## src/rtl/psg_seq_pkg.sv

```systemverilog
package psg_seq_pkg;

  typedef enum logic [2:0] {
    CTL_RESET    = 3'b000,
    CTL_INACTIVE = 3'b100,
    CTL_READ     = 3'b101,
    CTL_WRITE    = 3'b110,
    CTL_LATCH    = 3'b111
  } bus_code_t;

  typedef enum logic [1:0] {
    CMD_FULL    = 2'b00,
    CMD_DATA    = 2'b01,
    CMD_CHIPRST = 2'b10,
    CMD_RSVD    = 2'b11
  } host_cmd_t;

  typedef enum logic [3:0] {
    PH_RST_LOW,
    PH_RST_WAIT,
    PH_IDLE,
    PH_ADDR_SETUP,
    PH_LATCH,
    PH_ADDR_GAP,
    PH_DATA_SETUP,
    PH_WRITE,
    PH_DATA_GAP
  } phase_t;

  // Minimum time in ns -> cycles, rounded up, never below one.
  function automatic int unsigned hold_cycles(input longint unsigned ns,
                                              input longint unsigned clk_hz);
    longint unsigned c;
    c = (ns * clk_hz + 64'd999_999_999) / 64'd1_000_000_000;
    if (c == 0) c = 1;
    return int'(c);
  endfunction

  function automatic int unsigned max2(input int unsigned a, input int unsigned b);
    return (a > b) ? a : b;
  endfunction

endpackage

```

## src/rtl/psg_hold_timer.sv

```systemverilog
module psg_hold_timer #(
  parameter int unsigned CNT_W      = 10,
  parameter int unsigned RESET_LOAD = 1
) (
  input  logic             clk,
  input  logic             rst,
  input  logic             load,
  input  logic [CNT_W-1:0] load_cycles,
  output logic             last
);

  localparam logic [CNT_W-1:0] RST_CNT = CNT_W'(RESET_LOAD - 1);

  logic [CNT_W-1:0] cnt;

  always_ff @(posedge clk) begin
    if (rst)               cnt <= RST_CNT;
    else if (load)         cnt <= load_cycles - 1'b1;
    else if (cnt != '0)    cnt <= cnt - 1'b1;
  end

  assign last = (cnt == '0);

  // an unloaded counter steps down by exactly one per cycle
  p_count_down_r2: assert property (@(posedge clk) disable iff (rst)
    (!load && cnt != '0) |=> (cnt == $past(cnt) - 1'b1));

  // a load never asks for a zero-length phase
  p_load_nonzero_r2: assert property (@(posedge clk) disable iff (rst)
    load |-> (load_cycles != '0));

endmodule

```

## src/rtl/psg_phase_ctrl.sv

```systemverilog
module psg_phase_ctrl
  import psg_seq_pkg::*;
#(
  parameter int unsigned CNT_W    = 10,
  parameter int unsigned T_SETUP  = 7,
  parameter int unsigned T_LATCH  = 50,
  parameter int unsigned T_GAP    = 13,
  parameter int unsigned T_WRITE  = 225,
  parameter int unsigned T_RSTLOW = 63,
  parameter int unsigned T_RSTWT  = 625
) (
  input  logic             clk,
  input  logic             rst,
  input  logic             start,
  input  host_cmd_t        start_cmd,
  input  logic             timer_last,
  output phase_t           phase,
  output logic             load,
  output logic [CNT_W-1:0] load_cycles,
  output logic             seq_end
);

  phase_t nxt;

  function automatic logic [CNT_W-1:0] phase_len(input phase_t p);
    case (p)
      PH_RST_LOW:    return CNT_W'(T_RSTLOW);
      PH_RST_WAIT:   return CNT_W'(T_RSTWT);
      PH_ADDR_SETUP: return CNT_W'(T_SETUP);
      PH_LATCH:      return CNT_W'(T_LATCH);
      PH_ADDR_GAP:   return CNT_W'(T_GAP);
      PH_DATA_SETUP: return CNT_W'(T_SETUP);
      PH_WRITE:      return CNT_W'(T_WRITE);
      PH_DATA_GAP:   return CNT_W'(T_GAP);
      default:       return CNT_W'(1);
    endcase
  endfunction

  always_comb begin
    nxt = phase;
    case (phase)
      PH_IDLE: begin
        if (start) begin
          case (start_cmd)
            CMD_FULL:    nxt = PH_ADDR_SETUP;
            CMD_DATA:    nxt = PH_DATA_SETUP;
            CMD_CHIPRST: nxt = PH_RST_LOW;
            default:     nxt = PH_IDLE;
          endcase
        end
      end
      PH_RST_LOW:    if (timer_last) nxt = PH_RST_WAIT;
      PH_RST_WAIT:   if (timer_last) nxt = PH_IDLE;
      PH_ADDR_SETUP: if (timer_last) nxt = PH_LATCH;
      PH_LATCH:      if (timer_last) nxt = PH_ADDR_GAP;
      PH_ADDR_GAP:   if (timer_last) nxt = PH_DATA_SETUP;
      PH_DATA_SETUP: if (timer_last) nxt = PH_WRITE;
      PH_WRITE:      if (timer_last) nxt = PH_DATA_GAP;
      PH_DATA_GAP:   if (timer_last) nxt = PH_IDLE;
      default:       nxt = PH_IDLE;
    endcase
  end

  assign load        = (nxt != phase);
  assign load_cycles = phase_len(nxt);
  assign seq_end     = timer_last && ((phase == PH_DATA_GAP) || (phase == PH_RST_WAIT));

  always_ff @(posedge clk) begin
    if (rst) phase <= PH_RST_LOW;
    else     phase <= nxt;
  end

  // a timed phase is left only when its hold has run out
  p_phase_hold_r3: assert property (@(posedge clk) disable iff (rst)
    (phase != PH_IDLE && !timer_last) |=> (phase == $past(phase)));

  // the data setup of a full write follows the address gap
  p_gap_before_data_r3: assert property (@(posedge clk) disable iff (rst)
    ($past(phase) == PH_ADDR_GAP && phase != PH_ADDR_GAP) |-> (phase == PH_DATA_SETUP));

endmodule

```

## src/rtl/psg_bus_drive.sv

```systemverilog
module psg_bus_drive
  import psg_seq_pkg::*;
#(
  parameter int unsigned DATA_W = 8
) (
  input  logic              clk,
  input  logic              rst,
  input  phase_t            phase,
  input  logic              start,
  input  host_cmd_t         start_cmd,
  input  logic [DATA_W-1:0] reg_idx,
  input  logic [DATA_W-1:0] wr_data,
  output bus_code_t         bus_code,
  output logic [DATA_W-1:0] bus_val
);

  logic [DATA_W-1:0] idx_q;
  logic [DATA_W-1:0] data_q;
  logic              addr_phase;

  always_ff @(posedge clk) begin
    if (rst) begin
      idx_q  <= '0;
      data_q <= '0;
    end else if (start && (start_cmd == CMD_FULL || start_cmd == CMD_DATA)) begin
      if (start_cmd == CMD_FULL) idx_q <= reg_idx;
      data_q <= wr_data;
    end
  end

  assign addr_phase = (phase == PH_ADDR_SETUP) || (phase == PH_LATCH) ||
                      (phase == PH_ADDR_GAP);
  assign bus_val    = addr_phase ? idx_q : data_q;

  always_comb begin
    case (phase)
      PH_RST_LOW: bus_code = CTL_RESET;
      PH_LATCH:   bus_code = CTL_LATCH;
      PH_WRITE:   bus_code = CTL_WRITE;
      default:    bus_code = CTL_INACTIVE;
    endcase
  end

endmodule

```

## src/rtl/psg_bus_sequencer.sv

```systemverilog
module psg_bus_sequencer
  import psg_seq_pkg::*;
#(
  parameter longint unsigned CLK_HZ      = 125_000_000,
  parameter int unsigned     DATA_W      = 8,
  parameter int unsigned     SETUP_NS    = 50,
  parameter int unsigned     LATCH_NS    = 400,
  parameter int unsigned     GAP_NS      = 100,
  parameter int unsigned     WRITE_NS    = 1800,
  parameter int unsigned     RST_LOW_NS  = 500,
  parameter int unsigned     RST_WAIT_NS = 5000
) (
  input  logic              clk,
  input  logic              rst,
  input  logic              req,
  input  logic [1:0]        cmd,
  input  logic [DATA_W-1:0] reg_idx,
  input  logic [DATA_W-1:0] wr_data,
  output logic              ack,
  output logic              busy,
  output logic              done,
  output logic [2:0]        bus_ctl,
  output logic [DATA_W-1:0] bus_da
);

  localparam int unsigned T_SETUP  = hold_cycles(SETUP_NS, CLK_HZ);
  localparam int unsigned T_LATCH  = hold_cycles(LATCH_NS, CLK_HZ);
  localparam int unsigned T_GAP    = hold_cycles(GAP_NS, CLK_HZ);
  localparam int unsigned T_WRITE  = hold_cycles(WRITE_NS, CLK_HZ);
  localparam int unsigned T_RSTLOW = hold_cycles(RST_LOW_NS, CLK_HZ);
  localparam int unsigned T_RSTWT  = hold_cycles(RST_WAIT_NS, CLK_HZ);
  localparam int unsigned T_MAX    = max2(max2(max2(T_SETUP, T_LATCH), max2(T_GAP, T_WRITE)),
                                          max2(T_RSTLOW, T_RSTWT));
  localparam int unsigned CNT_W    = $clog2(T_MAX + 1);

  host_cmd_t        host_cmd;
  phase_t           phase;
  bus_code_t        bus_code;
  logic             timer_last;
  logic             timer_load;
  logic [CNT_W-1:0] timer_cycles;
  logic             seq_end;
  logic             is_idle;

  assign host_cmd = host_cmd_t'(cmd);
  assign is_idle  = (phase == PH_IDLE);
  assign ack      = req && is_idle && (host_cmd != CMD_RSVD);
  assign busy     = !is_idle;
  assign done     = seq_end;
  assign bus_ctl  = bus_code;

  psg_hold_timer #(
    .CNT_W      (CNT_W),
    .RESET_LOAD (T_RSTLOW)
  ) u_timer (
    .clk         (clk),
    .rst         (rst),
    .load        (timer_load),
    .load_cycles (timer_cycles),
    .last        (timer_last)
  );

  psg_phase_ctrl #(
    .CNT_W    (CNT_W),
    .T_SETUP  (T_SETUP),
    .T_LATCH  (T_LATCH),
    .T_GAP    (T_GAP),
    .T_WRITE  (T_WRITE),
    .T_RSTLOW (T_RSTLOW),
    .T_RSTWT  (T_RSTWT)
  ) u_ctrl (
    .clk         (clk),
    .rst         (rst),
    .start       (ack),
    .start_cmd   (host_cmd),
    .timer_last  (timer_last),
    .phase       (phase),
    .load        (timer_load),
    .load_cycles (timer_cycles),
    .seq_end     (seq_end)
  );

  psg_bus_drive #(
    .DATA_W (DATA_W)
  ) u_drive (
    .clk       (clk),
    .rst       (rst),
    .phase     (phase),
    .start     (ack),
    .start_cmd (host_cmd),
    .reg_idx   (reg_idx),
    .wr_data   (wr_data),
    .bus_code  (bus_code),
    .bus_val   (bus_da)
  );

  // Named bus events for the checks below
  logic in_write;
  logic in_latch;
  assign in_write = (bus_ctl == CTL_WRITE);
  assign in_latch = (bus_ctl == CTL_LATCH);

  // Assertion-only bookkeeping: which command is open, and whether its latch has happened
  logic full_open;
  logic latch_seen;
  always_ff @(posedge clk) begin
    if (rst) begin
      full_open  <= 1'b0;
      latch_seen <= 1'b0;
    end else if (ack) begin
      full_open  <= (host_cmd == CMD_FULL);
      latch_seen <= 1'b0;
    end else if (in_latch) begin
      latch_seen <= 1'b1;
    end
  end

  p_legal_code_r1: assert property (@(posedge clk) disable iff (rst)
    (bus_ctl == 3'b000 || bus_ctl == 3'b100 || bus_ctl == 3'b110 || bus_ctl == 3'b111));

  p_latch_before_write_r4: assert property (@(posedge clk) disable iff (rst)
    ($rose(in_write) && full_open) |-> latch_seen);

  p_no_latch_outside_full_r5: assert property (@(posedge clk) disable iff (rst)
    in_latch |-> full_open);

  p_idle_inactive_r8: assert property (@(posedge clk) disable iff (rst)
    !busy |-> (bus_ctl == CTL_INACTIVE));

  p_ack_only_idle_r9: assert property (@(posedge clk) disable iff (rst)
    ack |-> !busy);

  p_busy_after_ack_r9: assert property (@(posedge clk) disable iff (rst)
    ack |=> busy);

  p_done_single_r10: assert property (@(posedge clk) disable iff (rst)
    done |=> (!done && !busy));

  p_reserved_ignored_r11: assert property (@(posedge clk) disable iff (rst)
    (req && cmd == 2'b11) |-> !ack);

  p_data_stable_r12: assert property (@(posedge clk) disable iff (rst)
    $rose(in_write) |-> $stable(bus_da));

  p_reset_code_r13: assert property (@(posedge clk)
    rst |=> (bus_ctl == CTL_RESET));

endmodule

```

## config.mk

```make
export PLATFORM = sky130hd
export DESIGN_NAME = psg_bus_sequencer
export DESIGN_NICKNAME = d
export VERILOG_FILES = /design/src/rtl/psg_seq_pkg.sv /design/src/rtl/psg_hold_timer.sv /design/src/rtl/psg_phase_ctrl.sv /design/src/rtl/psg_bus_drive.sv /design/src/rtl/psg_bus_sequencer.sv
export SDC_FILE = /design/constraint.sdc
export NUM_CORES = 1
export LEC_CHECK = 0
export ABC_AREA = 1
export BUFFER_PORTS_ARGS = -buffer_cell sky130_fd_sc_hd__buf_2
export CAP_MARGIN = 15
export CORE_MARGIN = 5
export CORE_UTILIZATION = 62
export CTS_CLUSTER_SIZE = 28
export DETAILED_ROUTE_END_ITERATION = 8
export PLACE_DENSITY = 0.86
export SETUP_SLACK_MARGIN = 0.15
export SKIP_CTS_REPAIR_TIMING = 1
export SKIP_LAST_GASP = 1
export SLEW_MARGIN = 30
export SYNTH_ARGS = -nofsm -noshare
export SYNTH_HDL_FRONTEND = slang
export SYNTH_HIERARCHICAL = 1
export SYNTH_SLANG_ARGS = --single-unit
```

## constraint.sdc

```tcl
create_clock -name clk -period 8.4 [get_ports clk]
set_clock_uncertainty 0.15 [all_clocks]
set_input_delay 2.52 -clock clk [delete_from_list [all_inputs] [get_ports clk]]
set_output_delay 2.52 -clock clk [all_outputs]
set_load 0.03 [all_outputs]
```

; ---- Word-level counts from Yosys, hierarchy flattened
; Memories as Yosys holds them, arrays and structs flattened.
; Cells that the tools add are included.
; Widths: inputs -> output; s select.
[classes]
n_mux = 14
reduce_logical = 16
eq_ne = 12
add_sub_neg = 2
[op_table]
columns = op, count
row1 = $mux 4, 8
row2 = $pmux 4 s8, 1
row3 = $mux 10, 2
row4 = $sub 10x1->10 const B, 2
row5 = $pmux 3 s3, 2
row6 = $eq 4x3->1 const B, 4
row7 = $logic_not 10->1, 1
row8 = $reduce_bool 10->1, 1
row9 = $eq 4x2->1 const B, 2
row10 = $mux 8, 1
row11 = $eq 4x1->1 const B, 1
row12 = $eq 4x4->1 const B, 1
row13 = $logic_and 1x1->1, 4
row14 = $logic_not 4->1, 1
row15 = $logic_or 1x1->1, 4
row16 = $ne 4x4->1, 1
row17 = $eq 2x1->1 const B, 1
row18 = $eq 2x2->1 const B, 1
row19 = $logic_not 2->1, 1
row20 = $ne 2x2->1 const B, 1
row21 = $reduce_and 2->1, 1
row22 = $reduce_bool 2->1, 1
row23 = $reduce_or 2->1, 1
row24 = $logic_not 1->1, 1
[word_totals]
word_cells = 49
out_inout_bits = 14
reg_bits = 30
n_memories = 1
romBits = 144
[memory_table]
columns = name, depth, word_bits, read_ports, rd_ports_with_merged_regs, write_ports, line
row1 = (name not given), 16, 9, 1, 0, 0, psg_phase_ctrl.sv:26  ; case (p)

; ---- Logic depth before layout (Yosys ltp)
; An unclocked memory read counts as a cell.
[logic_depth]
depth_word = 8
depth_mapped = 25

; ---- Hierarchy
; The synthesis kept the hierarchy.
[by_module_without_submodules]
columns = module, cells_per_inst, area_per_inst_um2, instances, seq_area_each_um2
row1 = psg_bus_drive, 126, 835.8, 1, 320.3
row2 = psg_hold_timer, 119, 729.4, 1, 200.2
row3 = psg_phase_ctrl, 130, 713.2, 1, 80.1
row4 = psg_bus_sequencer, 7, 36.3, 1, 0.0

; ---- Worst setup path after synthesis
; Ideal clock, no wire load.
[synth_timing]
kind = input port to output port
from = input port cmd[1]
to = output port ack
t_arrival_ps = 2993
stages = 3
required_time_ps = 5730
slack_ps = 2737
cell_sequence = nand2_1 -> nand2_1 -> nor2_2
[synth_via]
elab_chain_len = 2
[synth_lines]
columns = item, line
row1 = "start, declared", psg_bus_sequencer.sv:16  ; input logic [1:0] cmd,
row2 = $ne 2x2->1, psg_bus_sequencer.sv:47  ; assign ack = req && is_idle && (host_cmd != CMD_RSVD);
row3 = $logic_and 1x1->1, psg_bus_sequencer.sv:47
row4 = "end, declared", psg_bus_sequencer.sv:19  ; output logic ack,
; No other way between the ends.

; ---- Worst setup path in the final report
[layout_timing]
from = input port cmd[0]
to = output port ack
; The elaborated chain is that of the path after synthesis.

==> key figures <==
Outcome
  – Outcome: completed

Worst setup path
  – Critical path class: in2out
  – Reg2reg end: u_timer/cnt[6]
  – Critical Path Sink Type: output port
  – Register-to-Register Path Depth: 23
  – Worst EP arrival: roughly 3600 ps
  – Worst R2R Start: u_ctrl/phase[1]
  – Flop2flop setup slack: 4120 ps
  – WP data required: around 5700 ps
  – Critical Path Fanout Max: 13
  – CP Launch Type: input pin

Power and ir drop
  – Total power: between 0.0003 and 0.0004 W
  – P_leak: about 1.5 nW
  – Clock power frac: roughly 46%
  – P_sw: ~0.00007 W
  – P_int: 0.000240 W
  – Comb power frac: under 10%
  – Pwr Density: approximately 120 nW/um2
  – Worst vdd ir: about 0.055 mV
  – Flop pwr share: between 40% and 50%
  – Switch share: 22.7%

STA
  – RSZ-0062 raised after global routing: no
  – Slew Viols, Final: 0
  – Final hold slack: 323 ps
  – Max_slew headroom: 48.2%
  – TNS Setup: 0 ps
  – Setup violations, final: 0
  – Post-layout min period: 6310 ps
  – FMAX: ~160 MHz
  – Final Hold Vio Count: 0
  – Fin crit share: about 75%
  – Worst-margin pin slew: around 780 ps

Finish
  – Share of layout cells above drive strength 1: between 20% and 30%
  – Commonest non-fill, non-tap cell in the layout: nand2_1
  – Nets: around 440
  – N_diodes: 0
  – Most frequent cells in the layout: nand2_1, nor2_1, inv_1
  – Synth-to-layout area growth: 12.0%

Yosys
  – Top FF cell, synth: dfxtp_1
  – FF+latch count, synth: 30
  – Cell accounting for the most synthesized area: dfxtp_1
  – EDFF count, synth: 0
  – Post-Syn Area: 2310 um2
  – Post-synth top area share: about a quarter
  – Avg Inst Size Synth: around 6.1 um2
  – Synth top area cells: dfxtp_1, nand2_1, nor2_1
  – Synth Warn #: 6
  – Synth Net Count: about 410
  – Seq/Total Area, Yosys: 25.9%
  – Post-Syn Instances: around 380
  – Number of library cell types mapped by synthesis: 30
  – Synth async-reset ratio: 0%

Clock tree
  – CTS H-Tree Depth: 2
  – CTS tree: done
  – Clock slew at reported path FFs: approximately 60 ps
  – Clock Tree Buf Depth: 2
  – CTS Buf Count: 5
  – CTS root buffer: clkbuf_8
  – Clk sinks: 30
  – Clk_lat worst skew: roughly 290 ps

Global routing
  – Initial antenna violation count: 0
  – Largest net degree at the start of global routing: 18
  – Vias in the first global route: roughly 2,200
  – Overflow after GRT: 0
  – First-pass GRT wire length: 9280 um
  – Global Route Usage Sum: between 20 and 25%

Detailed routing
  – Initial drt markers: ~180
  – DR vias/cell: 5.16
  – Via count: 2,403
  – Post-Route WL: 5390 um
  – DRC Markers: 0
  – ANT nets after route: 0
  – Wire length per cell: about 12 um
  – Drt pass-1 iters: 5

Placement
  – Gpl congestion: between 0.8 and 0.9
  – Detailed placement HPWL: around 4100 um
  – # port buffers: 34

Floorplan
  – Core area: approximately 3600 um2
  – Starting Density: approximately 64%
  – I/O pins: 35
  – Die width: 71.1 um
  – Die area: between 5000 and 6000 um2
  – Num rows: 22
  – Die span in y: 71.1 um

Min path
  – Hold Startpoint: u_drive/idx_q[4]
  – Hold Path Sink: u_drive/idx_q[4]
  – Worst hold path type: reg2reg
  – Hold depth: 2

Run
  – # Max-Cap Violations: 0
-- cell families after synthesis --
family | after synthesis | share of synthesized area, %
simple gates | 243 | 49.2
buf+inv | 66 | 12.7
other cells | 1 | 0.162
compound gates | 34 | 8.00
flops | 30 | 25.9
xor+xnor | 2 | 0.757
fa+ha+maj | 6 | 3.24
-- registers in the layout, summed over array words and instances (netlist names) --
name            flops
u_drive/idx_q       8
u_timer/cnt        10
u_drive/data_q      8
u_ctrl/phase        4
-- synthesized netlist by cell type, types with 4 or more instances --
library cell	number
o21ai_2	4
nor2_1	60
a21oi_1	8
nand3_1	39
ha_1	6
nor2_2	8
nand3_2	5
dfxtp_1	30
inv_1	49
nand2_2	6
o21ai_1	14
inv_2	9
nor2_4	6
nand2_1	108
o21ai_0	8
-- final cells by class --
class,instances,area (um2)
sequential,30,601
clock buffer,5,68.8
fill,337,1040
multi-input combinational,286,1420
clock inverter,3,40.0
inverter,60,233
tap,48,60.1
timing repair buffer,34,170
-- how the worst max path moves through the flow --
stage / startpoint / to / slack, ps / cells after the start
floorplan: cmd[1] / ack / 2740 / 3
global placement: cmd[0] / ack / 2150 / 5
detailed placement: cmd[0] / ack / 2090 / 5
CTS: cmd[0] / ack / 2090 / 5
global route: cmd[0] / ack / 1980 / 5
finish: cmd[0] / ack / 2090 / 5
-- power groups by stage --
stage / logic (W) / clock network, W / registers [W]
2_1_floorplan: 0.0000138 / 0 / 0.000148
3_3_place_gp: 0.0000212 / 0 / 0.000148
3_5_place_dp: 0.0000216 / 0 / 0.000148
4_1_cts: 0.0000218 / 0.000146 / 0.000145
5_1_grt: 0.0000246 / 0.000155 / 0.000145
6_report: 0.0000219 / 0.000143 / 0.000145
-- through the flow --
stage | instances | instance area [um2] | utilization, % | setup slack [ps]
after floorplan | 382 | 2310 | - | 2740
after global placement | 458 | 2480 | 68.4 | 2150
after detailed placement | 458 | 2480 | 68.4 | 2090
after CTS | 466 | 2590 | 71.3 | 2090
after global routing | 466 | 2590 | 71.3 | 1980
final | 466 | 2590 | 71.3 | 2090
-- routing by layer --
| layer | track usage (%) | part of all wire (%) | up-vias |
|---|---|---|---|
| li1 | - | - | 1247 |
| met1 | 29.3 | 46 | 1074 |
| met2 | 36.3 | 47 | 71 |
| met3 | 4.12 | 5.6 | 11 |
| met4 | 8.56 | 1.7 | 0 |
| met5 | 0 | 0 | - |
-- worst max-delay path, stage by stage --
cell,delay [ps]
buf_2,170
nand2_1,80
nand2_1,60
nor2_2,500
buf_2,310
Power figures use the tool's default switching activity.
